**config.mk**
```make
export PLATFORM = sky130hd
export DESIGN_NAME = evnet_multicast
export DESIGN_NICKNAME = d
export VERILOG_FILES = /design/src/rtl/evnet_pkg.sv /design/src/rtl/evnet_slot.sv /design/src/rtl/evnet_ovf_cnt.sv /design/src/rtl/evnet_multicast.sv
export SDC_FILE = /design/constraint.sdc
export NUM_CORES = 1
export LEC_CHECK = 0
export BUFFER_PORTS_ARGS = -buffer_cell sky130_fd_sc_hd__buf_2
export CORE_MARGIN = 1.5
export CORE_UTILIZATION = 23
export CTS_CLUSTER_SIZE = 10
export DETAILED_ROUTE_END_ITERATION = 10
export PLACE_DENSITY = 0.39
export SETUP_SLACK_MARGIN = 0.1
export SYNTH_ARGS = -nofsm -noshare
export SYNTH_HDL_FRONTEND = slang
export SYNTH_SLANG_ARGS = --single-unit
```
**constraint.sdc**
```tcl
create_clock -name clk -period 4.55 [get_ports clk]
set_input_delay 0.6825 -clock clk [delete_from_list [all_inputs] [get_ports clk]]
set_output_delay 0.6825 -clock clk [all_outputs]
set_load 0.005 [all_outputs]
```
**src/rtl/evnet_pkg.sv**
```systemverilog
package evnet_pkg;

   typedef enum logic {
      CNT_WRAP     = 1'b0,
      CNT_SATURATE = 1'b1
   } cnt_mode_e;

endpackage

```
**src/rtl/evnet_slot.sv**
```systemverilog
module evnet_slot #(
   parameter int unsigned DATA_W = 8
) (
   input  logic              clk,
   input  logic              rst,
   input  logic              wr_en,
   input  logic [DATA_W-1:0] wr_data,
   input  logic              emit,
   input  logic              consume,
   output logic              present,
   output logic [DATA_W-1:0] data,
   output logic              ovf_pulse,
   output logic              ovf_hit
);

   logic flag_q;
   logic flag_d;
   logic [DATA_W-1:0] data_q;
   logic ovf_q;

   initial begin : elab_chk
      assert (DATA_W >= 1) else $fatal(1, "evnet_slot: DATA_W must be at least 1");
   end

   // loss: an event is pending, another arrives, and this cycle does not consume
   always_comb begin
      ovf_hit = emit & flag_q & ~consume;
      if (emit)
         flag_d = 1'b1;
      else if (consume)
         flag_d = 1'b0;
      else
         flag_d = flag_q;
   end

   always_ff @(posedge clk) begin
      if (rst) begin
         flag_q <= 1'b0;
         data_q <= '0;
         ovf_q  <= 1'b0;
      end else begin
         flag_q <= flag_d;
         ovf_q  <= ovf_hit;
         if (wr_en)
            data_q <= wr_data;
      end
   end

   assign present   = flag_q;
   assign data      = data_q;
   assign ovf_pulse = ovf_q;

   p_emit_sets_r2: assert property (@(posedge clk) disable iff (rst)
      emit |=> present);
   p_consume_clears_r3: assert property (@(posedge clk) disable iff (rst)
      (consume && !emit) |=> !present);
   p_flag_hold_r4: assert property (@(posedge clk) disable iff (rst)
      (!consume && !emit) |=> $stable(present));
   p_same_cycle_r5: assert property (@(posedge clk) disable iff (rst)
      (emit && consume) |=> (present && !ovf_pulse));
   p_loss_pulse_r6: assert property (@(posedge clk) disable iff (rst)
      (emit && present && !consume) |=> ovf_pulse);
   p_no_loss_r6: assert property (@(posedge clk) disable iff (rst)
      (!emit || !present) |=> !ovf_pulse);
   p_data_write_r7: assert property (@(posedge clk) disable iff (rst)
      wr_en |=> (data == $past(wr_data)));
   p_data_hold_r10: assert property (@(posedge clk) disable iff (rst)
      !wr_en |=> $stable(data));

endmodule

```
**src/rtl/evnet_ovf_cnt.sv**
```systemverilog
module evnet_ovf_cnt
   import evnet_pkg::*;
#(
   parameter int unsigned CNT_W = 8,
   parameter cnt_mode_e   MODE  = CNT_SATURATE
) (
   input  logic             clk,
   input  logic             rst,
   input  logic             inc,
   output logic [CNT_W-1:0] count
);

   localparam logic [CNT_W-1:0] CNT_MAX = {CNT_W{1'b1}};

   logic [CNT_W-1:0] cnt_q;
   logic [CNT_W-1:0] cnt_d;

   initial begin : elab_chk
      assert (CNT_W >= 1 && CNT_W <= 32) else $fatal(1, "evnet_ovf_cnt: CNT_W out of range");
   end

   generate
      if (MODE == CNT_SATURATE) begin : g_sat
         always_comb begin
            if (inc && cnt_q != CNT_MAX)
               cnt_d = cnt_q + 1'b1;
            else
               cnt_d = cnt_q;
         end

         p_cnt_sat_r9: assert property (@(posedge clk) disable iff (rst)
            (inc && count == CNT_MAX) |=> (count == CNT_MAX));
      end else begin : g_wrap
         always_comb begin
            if (inc)
               cnt_d = cnt_q + 1'b1;
            else
               cnt_d = cnt_q;
         end
      end
   endgenerate

   always_ff @(posedge clk) begin
      if (rst)
         cnt_q <= '0;
      else
         cnt_q <= cnt_d;
   end

   assign count = cnt_q;

   p_cnt_step_r6: assert property (@(posedge clk) disable iff (rst)
      (inc && count != CNT_MAX) |=> (count == CNT_W'($past(count) + 1'b1)));
   p_cnt_hold_r6: assert property (@(posedge clk) disable iff (rst)
      !inc |=> $stable(count));

endmodule

```
**src/rtl/evnet_multicast.sv**
```systemverilog
module evnet_multicast
   import evnet_pkg::*;
#(
   parameter int unsigned N_RX   = 4,
   parameter int unsigned DATA_W = 8,
   parameter int unsigned CNT_W  = 8,
   parameter cnt_mode_e   MODE   = CNT_SATURATE
) (
   input  logic                     clk,
   input  logic                     rst,
   input  logic                     wr_en,
   input  logic [DATA_W-1:0]        wr_data,
   input  logic                     emit,
   input  logic [N_RX-1:0]          consume,
   output logic [N_RX-1:0]          present,
   output logic [N_RX*DATA_W-1:0]   rx_data,
   output logic [N_RX-1:0]          ovf_pulse,
   output logic [N_RX*CNT_W-1:0]    ovf_count
);

   localparam int unsigned DATA_BITS = N_RX * DATA_W;
   localparam int unsigned CNT_BITS  = N_RX * CNT_W;

   logic [N_RX-1:0] hit;

   initial begin : elab_chk
      assert (N_RX >= 1 && N_RX <= 256) else $fatal(1, "evnet_multicast: N_RX out of range");
      assert (DATA_BITS >= DATA_W && CNT_BITS >= CNT_W) else $fatal(1, "evnet_multicast: width mismatch");
   end

   generate
      for (genvar i = 0; i < N_RX; i++) begin : g_rx
         evnet_slot #(
            .DATA_W (DATA_W)
         ) u_slot (
            .clk       (clk),
            .rst       (rst),
            .wr_en     (wr_en),
            .wr_data   (wr_data),
            .emit      (emit),
            .consume   (consume[i]),
            .present   (present[i]),
            .data      (rx_data[i*DATA_W +: DATA_W]),
            .ovf_pulse (ovf_pulse[i]),
            .ovf_hit   (hit[i])
         );

         evnet_ovf_cnt #(
            .CNT_W (CNT_W),
            .MODE  (MODE)
         ) u_cnt (
            .clk   (clk),
            .rst   (rst),
            .inc   (hit[i]),
            .count (ovf_count[i*CNT_W +: CNT_W])
         );
      end
   endgenerate

   p_reset_clear_r1: assert property (@(posedge clk)
      rst |=> (present == '0 && ovf_pulse == '0 && rx_data == '0 && ovf_count == '0));
   p_multicast_r2: assert property (@(posedge clk) disable iff (rst)
      emit |=> (present == {N_RX{1'b1}}));
   p_idle_consume_r8: assert property (@(posedge clk) disable iff (rst)
      (!emit) |=> (ovf_pulse == '0));
   p_write_flags_r7: assert property (@(posedge clk) disable iff (rst)
      (wr_en && !emit && consume == '0) |=> $stable(present));

endmodule

```
; ---- Word-level counts from Yosys, hierarchy flattened
; Cells that the tools add are included.
[word_totals]
inputBits = 16
out_inout_bits = 72
ff_bits = 48
elab_cells = 49
[classes]
n_eq_ne = 4
n_reduce_logical = 8
muxes = 8
bitwise = 12
n_addsub = 4
[op_table]
columns = op, count
row1 = adder 8 x 1 -> 8 bit (second input constant), 4
row2 = != test 8 bit (second input constant), 4
row3 = AND 1 bit, 8
row4 = two-way mux 1 bit, 8
row5 = nonzero test 2 bit, 4
row6 = logical AND 1 bit, 4
row7 = NOT 1 bit, 4

; ---- Depth between registers and ports, before layout
; Gate-level depths: netlist of the first run.
[logic_depth]
depth_word = 3
mapped_depth = 5
mapped_depth_nobuf = 5

; ---- Cells and area by module
; A second synthesis of the first run with hierarchy kept.
[unflattened]
hier_cells = 316
hier_area_um2 = 3123.0
[by_module_without_submodules]
columns = mod, cells_per_inst, seq_area_each_um2, instances, area_each_um2
row1 = evnet_ovf_cnt, 46, 160.2, 4, 430.4
row2 = evnet_slot, 33, 200.2, 4, 350.3

; ---- Least setup slack after synthesis of the first run
; No wires, ideal clock.
[synth_timing]
path_kind = input to register
startpoint = in consume[0]
endpoint = reg g_rx[0].u_cnt.cnt_q[5]
setup_time_ns = 0.071
path_buffers = 0
slack_ns = 2.815
t_required_ns = 4.479
arrival_ns = 1.665
path_stages = 4
path_cell_list = nand3b_4 > or2_4 > or4_1 > a21oi_1
[synth_between]
elab_chain_len = 3
[synth_rtl]
columns = item, line_no
row1 = start: declaration, evnet_multicast.sv:14  ; input logic [N_RX-1:0] consume,
row2 = NOT 1 bit, evnet_slot.sv:27  ; ovf_hit = emit & flag_q & ~consume;
row3 = AND 1 bit, evnet_slot.sv:27
row4 = logical AND 1 bit, evnet_ovf_cnt.sv:25  ; if (inc && cnt_q != CNT_MAX)
row5 = end signal: assignment, evnet_ovf_cnt.sv:47  ; cnt_q <= cnt_d;
row6 = end: declaration, evnet_ovf_cnt.sv:15  ; logic [CNT_W-1:0] cnt_q;
; Every way passes these cells.
; A chain may end at the register's enable or synchronous reset.

; ---- Worst setup path after layout of the first run
[layout_timing]
startpoint = in emit
endpoint = reg g_rx[0].u_cnt.cnt_q[5]
[layout_between]
elab_chain_len = 3
[layout_rtl]
columns = item, line_no
row1 = start: declaration, evnet_multicast.sv:13  ; input logic emit,
row2 = AND 1 bit (2 in series), evnet_slot.sv:27
row3 = logical AND 1 bit, evnet_ovf_cnt.sv:25
; Every way passes these cells.

==> metrics.json, run 1 <==
{
  "status": {
    "status": "finished clean"
  },
  "pwr": {
    "cellPowerDensity_mw_per_mm2": 297,
    "netSwitchingFraction_pct": 22.3,
    "ir_worst_vdd_v": 0.000166,
    "pwr-share-clk_pct": 40.5,
    "switching_power_mw": 0.187,
    "share_seq_of_total_power_pct": 52.2,
    "internal-power_mw": 0.652,
    "cellLeakagePower_nw": 1.32,
    "share_comb_of_total_power_pct": 7.3
  },
  "logic_synthesis": {
    "synth_simple_gate_area_share_pct": 24.9,
    "synth-async-reset-ratio_pct": 0,
    "synth_flop_cell": "sky130_fd_sc_hd__dfxtp_1",
    "compound_gate_fraction_of_synth_area_pct": 9.42,
    "fraction_of_the_mapped_netlist_area_in_adder_cells_pct": 2.12,
    "synth_top_family_by_area": "simple AND/OR/NAND/NOR gates",
    "synth-warning-count": 0,
    "avgSynthCellArea_um2": 8.66,
    "synth_xor_area_share_pct": 2.22,
    "synthDistinctLibCells": 36,
    "synthesis.nets": 293,
    "synth_edf_count": 0,
    "yosys-mux-area-fraction_pct": 8.04,
    "seq_area_frac_synth_pct": 40.6,
    "synthCells": 273,
    "synth.cell_area_mm2": 0.00236,
    "synth.ff_latch_count": 48
  },
  "global_routing": {
    "grt_antenna_before_repair": 0,
    "first_global_vias": 1871,
    "global_route.overflow_total": 0,
    "grt_start_max_net_pins": 49,
    "grt_pass1_wl_um": 8850,
    "track_usage_pct": 9.84
  },
  "clock_tree": {
    "ctsLongestPathBuffers": 2,
    "ctsRootBufferMaster": "sky130_fd_sc_hd__clkbuf_8",
    "postCtsSetupRepairBufs": 0,
    "clock_transition_at_the_registers_of_the_reported_paths_ns": 0.09,
    "h_tree_levels": 2,
    "insertion_delay_to_the_later_sink_of_the_worst_skew_pair_ns": 0.30,
    "tritoncts": "yes",
    "cts.repair.resized": 0,
    "holdBufCountCts": 0,
    "clock_sink_count": 48,
    "clock_buffers_created_by_tritoncts": 5
  },
  "critical_path": {
    "critPathMaxFanout": 12,
    "critical_path_at_ns": 1.96,
    "kind_of_cell_adding_the_most_delay_to_the_critical_path": "simple AND/OR/NAND/NOR gates",
    "critPathSlowestCell": "sky130_fd_sc_hd__or4_1",
    "reg2regPathDepth": 5,
    "rr_endpoint": "g_rx[1].u_cnt.count[1]$_SDFFE_PP0P_",
    "setup.worst_path.start_class": "input port",
    "timing.reg2reg.setup_slack_ns": 2.86,
    "cp.required_ns": 4.78,
    "cp.buffers_inverters": 1,
    "critPathMaxStageDelay_ns": 0.46,
    "critical_path.endpoint_type": "flip-flop",
    "worstSetupPathType": "input port to flip-flop",
    "worstSetupPathDepth": 5,
    "worst_r2r_startpoint": "g_rx[1].u_cnt.count[0]$_SDFFE_PP0P_",
    "worstPathCellList": "buf_2, nand3b_4, or2_4, or4_1, a21oi_1"
  },
  "routing": {
    "postRouteWirelength_um": 5410,
    "vias_per_std_cell": 4.37,
    "num_vias": 2021,
    "wl_per_cell_um": 11.7,
    "detail-route-antenna-nets": 0,
    "first_pass_iters": 4,
    "drc": 0,
    "dr.first_iter.drc_count": 42
  },
  "placed_design": {
    "dp_hpwl_um": 3860,
    "placed_cells": 454,
    "area_of_placed_instances_mm2": 0.00270,
    "placement.io_buffers": 87,
    "placer_congestion": 0.719
  },
  "worst_hold_path": {
    "hold_path.startpoint": "g_rx[0].u_cnt.count[6]$_SDFFE_PP0P_",
    "hold_path_class": "flip-flop to flip-flop",
    "hold_path_end": "g_rx[0].u_cnt.count[6]$_SDFFE_PP0P_",
    "worstHoldPathCells": 1
  },
  "floorplanning": {
    "fp.coreArea_mm2": 0.00986,
    "dieArea_mm2": 0.0109,
    "die_x_um": 104,
    "dieHeight_um": 104,
    "placementRows": 36,
    "initial_utilization_pct": 24.0,
    "io_pins": 88
  },
  "final_layout": {
    "synthToLayoutAreaGrowth_pct": 19.4,
    "antenna_cells_inserted": 0,
    "final_cells": 462,
    "final_nets": 348,
    "drive_gt1_share_pct": 30.4,
    "final_core_utilization_pct": 28.6,
    "fin_area_mm2": 0.00282
  },
  "flow_run": {
    "count_of_maximum_capacitance_violations": 0
  },
  "sta": {
    "achievable-frequency_mhz": 576,
    "layout_min_cycle_time_ns": 1.74,
    "slew_headroom_pct": 35.9,
    "hold_ws_ns": 0.534,
    "slew_viol_final": 0,
    "worstMarginPinSlew_ns": 0.962,
    "final-hold-violation-count": 0,
    "min_period_over_period_pct": 38.2,
    "timing.setup.tns_ns": 0,
    "clock-skew-final_ns": 0.00713,
    "grt_setup_unrepaired": "false",
    "final_setup_violation_count": 0
  }
}
[worst max path at each step]
stage | from | to | slack (ns)
floorplan | consume[0] | g_rx[0].u_cnt.count[5]$_SDFFE_PP0P_ | 2.81
global placement | emit | g_rx[0].u_cnt.count[5]$_SDFFE_PP0P_ | 2.52
detailed placement | emit | g_rx[2].u_cnt.count[7]$_SDFFE_PP0P_ | 2.48
CTS | emit | g_rx[2].u_cnt.count[7]$_SDFFE_PP0P_ | 2.81
global route | g_rx[1].u_cnt.count[0]$_SDFFE_PP0P_ | g_rx[1].u_cnt.count[1]$_SDFFE_PP0P_ | 2.68
finish | emit | g_rx[0].u_cnt.count[5]$_SDFFE_PP0P_ | 2.81
[cells by family (layout without fill, tap and decap cells)]
logic type / after synthesis / in the layout
AOI/OAI and AO/OA: 33 / 33
xor gates and xnor gates: 6 / 6
adders and majority gates: 4 / 4
buffers and inverters: 47 / 103
DFF: 48 / 48
muxes: 19 / 19
and+or+nand+nor: 116 / 116
[per-stage QoR]
stage | worst slack, ns | power, mW
after detailed placement | 2.48 | 0.511
after global routing | 2.68 | 0.885
after CTS | 2.81 | 0.863
final | 2.81 | 0.839
after global placement | 2.52 | 0.511
after floorplan | 2.81 | 0.498
[state kept, by name, indices dropped and copies added, names as in the netlist]
name,flops
g_rx.u_cnt.count,32
g_rx.u_slot.data,8
g_rx.u_slot.ovf_pulse,4
g_rx.u_slot.present,4
[power groups by stage]
stage | logic [mW] | clock network [mW] | registers, mW
detailed placement | 0.0631 | 0 | 0.448
global route | 0.0692 | 0.376 | 0.440
finish | 0.0616 | 0.340 | 0.438
floorplan | 0.0502 | 0 | 0.448
CTS | 0.0634 | 0.361 | 0.438
global placement | 0.0634 | 0 | 0.447
[per-layer routing]
layer	global-route usage [%]	vias to the layer above	wire length (um)
met5	0	-	0
met4	2.98	0	46
met3	3.38	4	436
met2	15.7	76	2320
met1	12.4	913	2600
li1	-	1028	-
[Yosys cell counts (all sizes together), types with 5 or more instances]
cell type / number / area [um2]
a211oi: 5 / 37.5
xor2: 6 / 52.6
a21oi: 10 / 50.1
inv: 8 / 30.0
nor4: 6 / 37.5
mux2i: 19 / 190
buf: 35 / 255
dfxtp: 48 / 961
nand3: 12 / 60.1
nor3: 14 / 70.1
nand2: 19 / 71.3
nor2: 46 / 173
[cell usage in the layout (no fill, tap or decap), types with 5 or more instances in the layout]
cell type	count
sky130_fd_sc_hd__nand3_1	12
sky130_fd_sc_hd__a211oi_1	5
sky130_fd_sc_hd__clkbuf_8	7
sky130_fd_sc_hd__nand2_1	19
sky130_fd_sc_hd__buf_2	87
sky130_fd_sc_hd__nor2_1	46
sky130_fd_sc_hd__nor4_1	6
sky130_fd_sc_hd__mux2i_1	19
sky130_fd_sc_hd__dfxtp_1	48
sky130_fd_sc_hd__nor3_1	14
sky130_fd_sc_hd__a21oi_1	10
sky130_fd_sc_hd__inv_1	8
sky130_fd_sc_hd__xor2_1	6
[cell type report]
class / instances / area, um2
clock buffer: 7 / 96.3
clock inverter: 1 / 30.0
fill: 1066 / 7040
inverter: 8 / 30.0
multi-input combinational: 178 / 1100
sequential: 48 / 961
tap: 133 / 166
timing repair buffer: 87 / 435
Power figures use the tool's default switching activity.
==> inputs of run 2 (changes only) <==
- ABC_AREA: not set -> 1
- clock period: 4.55 -> 1.7 ns (I/O delays scaled with it)
==> metrics.json, run 2 <==
{
  "status": {
    "status": "finished clean"
  },
  "sta": {
    "grt_setup_unrepaired": "false",
    "final-hold-violation-count": {"value": 0, "change": "unchanged"},
    "timing.setup.tns": {"value": 0, "unit": "ns", "change": "unchanged"},
    "layout_min_cycle_time_ns": 1.43,
    "final_setup_violation_count": {"value": 0, "change": "unchanged"},
    "slew_headroom": {"value": 78.9, "unit": "%", "change": "+43 points"},
    "min_period_over_period_pct": 84.3,
    "worstMarginPinSlew": {"value": 0.314, "unit": "ns", "change": "-0.647 ns"},
    "clock-skew-final": {"value": 0.00365, "unit": "ns", "change": "-0.00348 ns"},
    "achievable-frequency_mhz": 697,
    "slew_viol_final": {"value": 0, "change": "unchanged"}
  },
  "floorplanning": {
    "dieHeight": {"value": 105, "unit": "um", "change": "+0.77%"},
    "initial_utilization": {"value": 23.5, "unit": "%", "change": "-0.49 points"},
    "placementRows": {"value": 37, "change": "+2.8%"},
    "io_pins": {"value": 88, "change": "unchanged"},
    "fp.coreArea": {"value": 0.0102, "unit": "mm2", "change": "+3.7%"},
    "dieArea": {"value": 0.0111, "unit": "mm2", "change": "+1.5%"},
    "die_x": {"value": 105, "unit": "um", "change": "+0.77%"}
  },
  "pwr": {
    "share_comb_of_total_power": {"value": 8.9, "unit": "%", "change": "+1.6 points"},
    "netSwitchingFraction": {"value": 24.6, "unit": "%", "change": "+2.4 points"},
    "internal-power": {"value": 1.57, "unit": "mW", "change": "+140%"},
    "switching_power": {"value": 0.514, "unit": "mW", "change": "+170%"},
    "cellLeakagePower": {"value": 1.46, "unit": "nW", "change": "+10%"},
    "pwr-share-clk": {"value": 34.6, "unit": "%", "change": "-5.9 points"},
    "share_seq_of_total_power": {"value": 56.5, "unit": "%", "change": "+4.3 points"},
    "total_power": {"value": 2.08, "unit": "mW", "change": "+150%"},
    "cellPowerDensity": {"value": 722, "unit": "mW/mm2", "change": "+140%"},
    "ir_worst_vdd": {"value": 0.000283, "unit": "V", "change": "+71%"}
  },
  "routing": {
    "first_pass_iters": {"value": 4, "change": "unchanged"},
    "dr.first_iter.drc_count": {"value": 44, "change": "+4.8%"},
    "vias_per_std_cell": {"value": 4.01, "change": "-8.3%"},
    "drc": {"value": 0, "change": "unchanged"},
    "postRouteWirelength": {"value": 5790, "unit": "um", "change": "+7.2%"},
    "detail-route-antenna-nets": {"value": 0, "change": "unchanged"},
    "wl_per_cell": {"value": 10.4, "unit": "um", "change": "-11%"},
    "num_vias": {"value": 2226, "change": "+10%"}
  },
  "logic_synthesis": {
    "synthTopCellsByArea": "sky130_fd_sc_hd__dfxtp_1 40%, sky130_fd_sc_hd__nor2_1 12%, sky130_fd_sc_hd__nand2_1 12%",
    "synth.ff_latch_count": {"value": 48, "change": "unchanged"},
    "synthMostInstantiatedCell": "sky130_fd_sc_hd__nor2_1",
    "netlist_top_cells_count": "78 x sky130_fd_sc_hd__nor2_1, 76 x sky130_fd_sc_hd__nand2_1, 48 x sky130_fd_sc_hd__dfxtp_1",
    "seq_area_frac_synth": {"value": 40.0, "unit": "%", "change": "-0.63 points"},
    "synth_edf_count": {"value": 0, "change": "unchanged"},
    "synth-warning-count": {"value": 0, "change": "unchanged"},
    "synth.cell_area": {"value": 0.00240, "unit": "mm2", "change": "+1.6%"},
    "avgSynthCellArea": {"value": 6.75, "unit": "um2", "change": "-22%"},
    "synthCells": {"value": 356, "change": "+30%"},
    "synth.largest_area_cell": "sky130_fd_sc_hd__dfxtp_1",
    "synth-async-reset-ratio": {"value": 0, "unit": "%", "change": "unchanged"},
    "synthesis.nets": {"value": 376, "change": "+28%"},
    "top_cell_type_s_share_of_synthesized_area": {"value": 40.0, "unit": "%", "change": "-0.63 points"},
    "synthDistinctLibCells": {"value": 20, "change": "-44%"},
    "synth_flop_cell": "sky130_fd_sc_hd__dfxtp_1"
  },
  "clock_tree": {
    "ctsRootBufferMaster": "sky130_fd_sc_hd__clkbuf_8",
    "clock_sink_count": {"value": 48, "change": "unchanged"},
    "holdBufCountCts": {"value": 0, "change": "unchanged"},
    "h_tree_levels": {"value": 2, "change": "unchanged"},
    "clock_transition_at_the_registers_of_the_reported_paths": {"value": 0.09, "unit": "ns", "change": "about the same"},
    "ctsLongestPathBuffers": {"value": 2, "change": "unchanged"},
    "tritoncts": "yes",
    "insertion_delay_to_the_later_sink_of_the_worst_skew_pair": {"value": 0.30, "unit": "ns", "change": "about the same"},
    "clock_buffers_created_by_tritoncts": {"value": 5, "change": "unchanged"},
    "postCtsSetupRepairBufs": {"value": 0, "change": "unchanged"},
    "cts.repair.resized": {"value": 0, "change": "unchanged"}
  },
  "final_layout": {
    "mostFrequentLayoutCell": "sky130_fd_sc_hd__buf_2",
    "largest_reg_flops": {"value": 32, "change": "unchanged"},
    "final-seq-area": {"value": 961, "unit": "um2", "change": "unchanged"},
    "fin_area": {"value": 0.00289, "unit": "mm2", "change": "+2.2%"},
    "area_of_the_multi_input_gates": {"value": 0.00104, "unit": "mm2", "change": "-5.4%"},
    "antenna_cells_inserted": {"value": 0, "change": "unchanged"},
    "drive_gt1_share": {"value": 24.6, "unit": "%", "change": "-5.8 points"},
    "n_fill_cell": {"value": 1147, "change": "+7.6%"},
    "mostFrequentLayoutCells": "87 x sky130_fd_sc_hd__buf_2, 78 x sky130_fd_sc_hd__nor2_1, 76 x sky130_fd_sc_hd__nand2_1",
    "final_nets": {"value": 438, "change": "+26%"},
    "synthToLayoutAreaGrowth_pct": 20.1
  },
  "global_routing": {
    "global_route.overflow_total": {"value": 0, "change": "unchanged"},
    "grt_pass1_wl": {"value": 9460, "unit": "um", "change": "+6.9%"},
    "grt_start_max_net_pins": {"value": 30, "change": "-39%"},
    "grt_antenna_before_repair": {"value": 0, "change": "unchanged"},
    "track_usage": {"value": 10.5, "unit": "%", "change": "+0.67 points"},
    "first_global_vias": {"value": 2029, "change": "+8.4%"}
  },
  "critical_path": {
    "critical_path_at": {"value": 1.63, "unit": "ns", "change": "-0.33 ns"},
    "worstSetupPathType": "flip-flop to flip-flop",
    "timing.critical_path.from": "g_rx[0].u_cnt.count[0]$_SDFFE_PP0P_",
    "worst_r2r_startpoint": "g_rx[0].u_cnt.count[0]$_SDFFE_PP0P_",
    "critical_path.endpoint_type": "flip-flop",
    "cp.required": {"value": 1.89, "unit": "ns", "change": "-2.89 ns"},
    "setup.worst_path.start_class": "flip-flop",
    "critPathMaxFanout": {"value": 5, "change": "-7"}
  },
  "worst_hold_path": {
    "hold_path.startpoint": "wr_data[2]",
    "hold_path_class": "input port to flip-flop"
  },
  "placed_design": {
    "area_of_placed_instances": {"value": 0.00280, "unit": "mm2", "change": "+3.7%"},
    "dp_hpwl": {"value": 4350, "unit": "um", "change": "+13%"},
    "placement.io_buffers": {"value": 87, "change": "unchanged"},
    "placer_congestion": {"value": 0.743, "change": "+3.3%"}
  },
  "flow_run": {
    "count_of_maximum_capacitance_violations": {"value": 0, "change": "unchanged"}
  }
}
-- run 2: final cells by class --
cell class	count	area share, %
clock buffer	8	3.12
inverter	38	4.94
multi-input combinational	234	36.2
sequential	48	33.3
tap	136	5.90
timing repair buffer	91	16.6
-- run 2: final timing paths --
kind / to / slack [ns] / cells past startpoint
max: g_rx[0].u_cnt.count[1]$_SDFFE_PP0P_ / 0.27 / 8
min reg2reg: g_rx[3].u_slot.present$_SDFFE_PP0P_ / 0.48 / 2
min: g_rx[2].u_slot.data[2]$_SDFFE_PP0P_ / 0.18 / 3
max reg2reg: g_rx[0].u_cnt.count[1]$_SDFFE_PP0P_ / 0.27 / 8
-- run 2: metrics by stage --
step | std cells | setup WS, ns | util (%) | hold WS (ns)
floorplan | 356 | 0.461 | - | 0.324
global placement | 547 | 0.306 | 27.3 | 0.464
detailed placement | 547 | 0.289 | 27.3 | 0.469
CTS | 555 | 0.271 | 28.2 | 0.163
global route | 555 | 0.104 | 28.2 | 0.165
finish | 555 | 0.266 | 28.2 | 0.179
-- run 2: per-layer routing --
metal / vias up / wire length, um / GRT usage [%]
li1: 1208 / - / -
met1: 980 / 2890 / 13.9
met2: 33 / 2670 / 17.0
met3: 5 / 178 / 2.18
met4: 0 / 58 / 3.42
met5: - / 0 / 0
-- run 2: power by group through the flow --
stage	clock [mW]	combinational [mW]	sequential [mW]
after floorplan	0	0.139	1.20
after global placement	0	0.192	1.20
after detailed placement	0	0.189	1.21
after CTS	0.771	0.190	1.18
after global routing	0.812	0.211	1.18
final	0.720	0.185	1.18
-- run 2: kinds of logic (layout without fill, tap and decap cells) --
logic type,after synthesis,after routing,share of synthesized area [%]
AND/OR/NAND/NOR,196,196,34.0
buffers and inverters,74,137,16.6
flip-flops,48,48,40.0
AO/OA/AOI/OAI,33,33,7.03
adder cells (fa/ha/maj),4,4,2.08
XOR/XNOR,1,1,0.365
-- run 2: worst max-delay path: stages, from the launching register on --
cell and delay, ns:
sky130_fd_sc_hd__dfxtp_1 0.41, sky130_fd_sc_hd__ha_1 0.24, sky130_fd_sc_hd__nand2_1 0.11, sky130_fd_sc_hd__nor2_1 0.12
sky130_fd_sc_hd__nand2_1 0.12, sky130_fd_sc_hd__nand2_2 0.14, sky130_fd_sc_hd__inv_2 0.06, sky130_fd_sc_hd__nor2_1 0.09
sky130_fd_sc_hd__nor2_1 0.05
